===== src/rtl/xcvr_pkg.sv =====
package xcvr_pkg;

  typedef enum logic {
    SRC_LIVE   = 1'b0,
    SRC_STORED = 1'b1
  } src_sel_e;

  typedef struct packed {
    logic drive_a;
    logic drive_b;
  } drive_plan_t;

  // Decode the drive controls into which side is driven.
  function automatic drive_plan_t plan_drive(input logic en_n, input logic a2b);
    drive_plan_t p;
    p.drive_a = ~en_n & ~a2b;
    p.drive_b = ~en_n &  a2b;
    return p;
  endfunction

endpackage


===== src/rtl/xcvr_strobe_edge.sv =====
module xcvr_strobe_edge (
  input  logic clk,
  input  logic rst,
  input  logic strb,
  output logic rise
);
  logic prev_q;

  always_ff @(posedge clk) begin
    if (rst) prev_q <= 1'b0;
    else     prev_q <= strb;
  end

  assign rise = strb & ~prev_q;
endmodule


===== src/rtl/xcvr_store_reg.sv =====
module xcvr_store_reg #(
  parameter int unsigned W = 8
) (
  input  logic         clk,
  input  logic         rst,
  input  logic         load,
  input  logic [W-1:0] d,
  output logic [W-1:0] q
);
  always_ff @(posedge clk) begin
    if (rst)       q <= '0;
    else if (load) q <= d;
  end
endmodule


===== src/rtl/xcvr_path_mux.sv =====
module xcvr_path_mux #(
  parameter int unsigned W      = 8,
  parameter bit          INVERT = 1'b0
) (
  input  xcvr_pkg::src_sel_e sel,
  input  logic [W-1:0]       live,
  input  logic [W-1:0]       stored,
  output logic [W-1:0]       y
);
  localparam logic [W-1:0] POL_MASK = {W{INVERT}};

  function automatic logic [W-1:0] polarize(input logic [W-1:0] v);
    return v ^ POL_MASK;
  endfunction

  always_comb begin
    unique case (sel)
      xcvr_pkg::SRC_STORED: y = polarize(stored);
      default:              y = polarize(live);
    endcase
  end
endmodule


===== src/rtl/xcvr_drive_ctrl.sv =====
module xcvr_drive_ctrl #(
  parameter int unsigned W = 8
) (
  input  logic         en_n,
  input  logic         a2b,
  output logic [W-1:0] oe_a,
  output logic [W-1:0] oe_b
);
  xcvr_pkg::drive_plan_t plan;

  always_comb begin
    plan = xcvr_pkg::plan_drive(en_n, a2b);
    oe_a = {W{plan.drive_a}};
    oe_b = {W{plan.drive_b}};
  end
endmodule


===== src/rtl/regbus_xcvr.sv =====
module regbus_xcvr #(
  parameter int unsigned W      = 8,
  parameter bit          INVERT = 1'b0
) (
  input  logic         clk,
  input  logic         rst,
  input  logic         drv_en_n,
  input  logic         dir_a2b,
  input  logic         src_a2b,
  input  logic         src_b2a,
  input  logic         cap_a_strb,
  input  logic         cap_b_strb,
  input  logic [W-1:0] a_in,
  output logic [W-1:0] a_out,
  output logic [W-1:0] a_oe,
  input  logic [W-1:0] b_in,
  output logic [W-1:0] b_out,
  output logic [W-1:0] b_oe
);
  localparam int unsigned NSIDE = 2;

  // Index 0 is side A, index 1 is side B.
  logic [W-1:0]       side_in  [NSIDE];
  logic               side_strb[NSIDE];
  logic               side_sel [NSIDE];
  logic               cap_evt  [NSIDE];
  logic [W-1:0]       held     [NSIDE];
  logic [W-1:0]       path_y   [NSIDE];

  assign side_in[0]   = a_in;
  assign side_in[1]   = b_in;
  assign side_strb[0] = cap_a_strb;
  assign side_strb[1] = cap_b_strb;
  assign side_sel[0]  = src_a2b;
  assign side_sel[1]  = src_b2a;

  // Path s carries side s toward the opposite side.
  for (genvar s = 0; s < NSIDE; s++) begin : g_side
    xcvr_strobe_edge u_edge (
      .clk  (clk),
      .rst  (rst),
      .strb (side_strb[s]),
      .rise (cap_evt[s])
    );

    xcvr_store_reg #(.W(W)) u_hold (
      .clk  (clk),
      .rst  (rst),
      .load (cap_evt[s]),
      .d    (side_in[s]),
      .q    (held[s])
    );

    xcvr_path_mux #(.W(W), .INVERT(INVERT)) u_mux (
      .sel    (xcvr_pkg::src_sel_e'(side_sel[s])),
      .live   (side_in[s]),
      .stored (held[s]),
      .y      (path_y[s])
    );
  end

  xcvr_drive_ctrl #(.W(W)) u_drive (
    .en_n (drv_en_n),
    .a2b  (dir_a2b),
    .oe_a (a_oe),
    .oe_b (b_oe)
  );

  assign b_out = path_y[0];
  assign a_out = path_y[1];

  // Named internal events for the checker.
  logic         cap_a_evt, cap_b_evt;
  logic [W-1:0] reg_a_q,   reg_b_q;
  assign cap_a_evt = cap_evt[0];
  assign cap_b_evt = cap_evt[1];
  assign reg_a_q   = held[0];
  assign reg_b_q   = held[1];
endmodule


===== config.mk =====
export PLATFORM = sky130hd
export DESIGN_NAME = regbus_xcvr
export DESIGN_NICKNAME = d
export VERILOG_FILES = /design/src/rtl/xcvr_pkg.sv /design/src/rtl/xcvr_strobe_edge.sv /design/src/rtl/xcvr_store_reg.sv /design/src/rtl/xcvr_path_mux.sv /design/src/rtl/xcvr_drive_ctrl.sv /design/src/rtl/regbus_xcvr.sv
export SDC_FILE = /design/constraint.sdc
export NUM_CORES = 1
export LEC_CHECK = 0
export BUFFER_PORTS_ARGS = -buffer_cell sky130_fd_sc_hd__buf_2
export CORE_MARGIN = 2
export CORE_UTILIZATION = 40
export DETAILED_ROUTE_END_ITERATION = 16
export HOLD_SLACK_MARGIN = 0.08
export PLACE_DENSITY = 0.75
export SYNTH_ARGS = -nofsm -noshare
export SYNTH_HDL_FRONTEND = slang
export SYNTH_HIERARCHICAL = 1
export SYNTH_SLANG_ARGS = --single-unit

===== constraint.sdc =====
create_clock -name clk -period 0.8 [get_ports clk]
set_input_delay 0.16 -clock clk [delete_from_list [all_inputs] [get_ports clk]]
set_output_delay 0.16 -clock clk [all_outputs]
set_load 0.01 [all_outputs]

==> impl.org <==
** Setup path
- The worst setup path is launched from a flip-flop.
- Critical Path RT :: 0.64 ns
- Maximum single-stage delay on the critical path :: 0.33 ns
- RR Startpoint :: g_side[0].u_edge/prev_q
- Worst-case register-to-register setup slack :: -0.16 ns
- STA classifies the critical path endpoint as a primary output.
- CP Class :: flip-flop to primary output
- Worst Reg2Reg Path Length in Cells :: 4
- Cells traversed along the worst timing path :: mux2_4 > buf_6
- In this run the worst path has a maximum fanout of 2.
- Slowest stage cell, crit path :: sky130_fd_sc_hd__dfxtp_2
- FF-to-FF End :: g_side[0].u_hold/q[0]
- The number of buffers and inverters on the critical path is 1.
- At the worst endpoint, the arrival time is 1.00 ns.
- The kind of cell with the highest combined delay along the critical path is flip-flops.

** Synth
- Post-synth cell types :: 9
- Average footprint of a synthesized cell :: between 10 and 15 um^2
- Post-Synthesis Cell Area :: 1050 um^2
- The Yosys step of the flow raised 6 warnings.
- Register area share after synthesis :: between 30% and 40%
- Net count after synthesis :: between 100 and 150
- Post-synthesis register bit count :: 18
- Number of cells produced by synthesis :: between 90 and 100

** STA
- Setup violation total in the final timing report :: 40
- Setup repair after global routing could not meet its margin everywhere.
- After layout, the worst path uses 145% of the clock period.
- Crit path time final :: roughly 1.2 ns
- In this run the tightest slew margin relative to its limit is slightly above 80%.
- The final-report hold violation count is 0.
- Setup ws final :: -0.361 ns
- On the final layout, the worst clock skew is roughly 0.0035 ns.
- Timing would allow up to around 860 MHz.
- Slew of the pin with the lowest slew margin :: 0.275 ns
- Min Hold Slack :: approximately 0.12 ns
- The total count of max-transition violations in the final report is 0.

** Min path
- Worst min-delay path category :: primary input to flip-flop
- The startpoint identified for the worst hold timing path is b_in[3].
- The worst hold path terminates at g_side[1].u_hold/q[3].
- The worst hold path passes through 3 cells.

** Die
- Width of the die :: between 50 and 60 um
- Height of the die :: 55.1 um
- In this run the count of I/O pins placed on the die edge is between 50 and 60.
- The floorplan step defined a die boundary enclosing 3040 um^2.
- Cell Rows :: 18
- Initial core utilization :: 42.2%
- The floorplan step defined a core boundary enclosing approximately 2500 um^2.

** Finish
- Top library cells by usage in the layout, fill and taps aside :: sky130_fd_sc_hd__buf_2 (29), sky130_fd_sc_hd__buf_6 (25), sky130_fd_sc_hd__dfxtp_2 (18), sky130_fd_sc_hd__nor2_1 (16), sky130_fd_sc_hd__mux2_4 (16)
- Relative to the synthesized area, the layout overhead comes to 46.5%.
- Number of filler instances in the final layout :: between 200 and 250
- Area of the multi-input gates :: roughly 540 um^2
- Across the whole layout, storage elements account for 383 um^2.
- 0 antenna diodes ended up in the layout.
- Leading cell type in the layout, fill and taps excluded :: sky130_fd_sc_hd__buf_2
- Final net count :: 163
- Fraction of layout instances using a drive strength above 1 :: 77.5%

** Global routing
- Maximum number of pins on one net before global-route repair :: 19
- The first global-routing pass estimated about 3 mm of wire.
- For this run, the total global-route usage over all layers was measured as between 10 and 15%.
- The via count of the first global-routing pass is ~740.
- Initial antenna violation count :: 0
- Grt total ovfl :: 0

** Pwr
- Combinational logic is responsible for about a third of the overall power.
- Switching pwr :: about 0.56 mW
- Leakage power :: 0.780 nW
- Across the VDD grid, the largest voltage drop is a little over 0.7 mV.
- Power share of the clock group :: 24.1%
- Cell internal power was estimated by the tool at between 1.5 and 2 mW.
- Pwr Density :: ~1500 nW/um^2
- Switching fraction of total power :: between 20% and 30%
- Sequential cells burn around 44% of the power.

** Clock tree
- At the later pin of the worst-skew pair, clock insertion delay measures 0.29 ns.
- CTS sink cnt :: 18
- Maximum clock path buffer count :: 2
- Number of CTS-inserted buffers :: 3
- CTS H-Tree Depth :: 1
- For this design, the CTS-stage hold fixing added 0 buffers.
- TritonCTS built the clock tree.
- Cell at the root of the clock tree :: sky130_fd_sc_hd__clkbuf_4
- Clock slew at the register clock pins of the worst setup and hold paths :: about 0.10 ns

** Route
- Final routed wirelength across all metal layers :: 2.04 mm
- The final route contains approximately 800 vias.
- The detailed router finished its first iteration with 2 violations.
- Routed wire per std cell :: between 10 and 15 um
- Once detail routing completed, the nets flagged for antenna violations numbered 0.
- The first detailed-routing pass took 4 iterations.
- Via density :: around 4.7
- After detailed routing, the number of remaining DRC violations is 0.

** Run status
- Violated checks :: negative setup slack
- Status :: complete, but fails checks

** Place
- Port bufs :: 55
- At the placement stage, the worst setup path has a slack of -0.237 ns.
- Final weighted congestion in routability-driven placement :: a little over 0.6

** Flow run
- Count of maximum capacitance violations :: 0
## layer usage
layer  wire (um)  global-route usage, %  share of wire (%)  vias up
li1            -                      -                  -      383
met1         696                   13.8                 34      373
met2        1200                   28.0                 59       28
met3         114                  0.806                5.6        2
met4          27                   9.76                1.3        0
met5           0                      0                  0        -
## power groups by stage
stage               combinational [mW]  clock [mW]  sequential [mW]
global placement                 0.555           0            0.996
detailed placement               0.569           0             1.00
CTS                              0.666       0.574            0.988
global route                     0.753       0.614            0.993
finish                           0.703       0.538            0.989
floorplan                        0.397           0            0.992
## what timing repair did
item / in CTS / in global routing
endpoints found under the setup margin: 48 / 40
pin swaps: 0 / 1
hold endpoints to repair: 0 / 0
setup buffers: 0 / 1
gates resized for setup: 34 / 14
## synthesized netlist by cell type
cell type | number | area share (%)
sky130_fd_sc_hd__buf_1 | 2 | 0.72
sky130_fd_sc_hd__buf_4 | 14 | 10
sky130_fd_sc_hd__mux2i_1 | 16 | 15
sky130_fd_sc_hd__buf_6 | 4 | 4.3
sky130_fd_sc_hd__mux2_4 | 16 | 23
sky130_fd_sc_hd__nor2b_4 | 4 | 5.3
sky130_fd_sc_hd__nor2b_2 | 1 | 0.84
sky130_fd_sc_hd__dfxtp_1 | 18 | 34
sky130_fd_sc_hd__nor2_1 | 17 | 6.1
## area by class of cell
class | instances | share of cell area (%)
Multi-Input combinational cell | 54 | 35.5
Timing Repair Buffer | 62 | 34.7
Clock buffer | 4 | 2.37
Tap cell | 30 | 2.45
Sequential cell | 18 | 25.0
## flip-flops by register name, summed over array words and instances, names as in the netlist
register and flops:
g_side.u_edge/prev_q 2, g_side.u_hold/q 16
## how the worst max path moves through the flow
stage                                       start                     to  slack, ns  depth (start not counted)
after floorplan           g_side[0].u_edge/prev_q  g_side[0].u_hold/q[0]      -0.08                          4
after global placement                    src_b2a               a_out[4]      -0.22                          3
after detailed placement                  src_b2a               a_out[1]      -0.24                          3
after CTS                   g_side[1].u_hold/q[1]               a_out[1]      -0.38                          2
after global routing        g_side[1].u_hold/q[7]               a_out[7]      -0.40                          2
final                       g_side[1].u_hold/q[1]               a_out[1]      -0.36                          2
## worst register-to-register path, delay by kind of cell (launching register included)
kind	cells	cell delay, ns
muxes	1	0.20
DFF	1	0.34
buffers and inverters	1	0.14
and+or+nand+nor	2	0.18
## metrics by stage
stage                     std cells  power [mW]  cell area [um^2]  TNS, ns  util (%)
after floorplan                  92        1.39              1050    -1.25         -
after global placement          163        1.55              1290    -4.98      52.0
after detailed placement        163        1.57              1290    -5.81      52.0
after CTS                       167        2.23              1460    -8.18      58.7
after global routing            168        2.36              1530    -9.72      61.9
final                           168        2.23              1530    -7.93      61.9
## kinds of logic (layout without fill, tap and decap cells)
kind of cell / Yosys count / after routing / share of synthesized area (%)
buf+inv: 20 / 66 / 15.1
flops: 18 / 18 / 34.5
mux: 32 / 32 / 38.3
simple gates: 22 / 22 / 12.2
No activity file was read; power rests on OpenSTA's default activity.
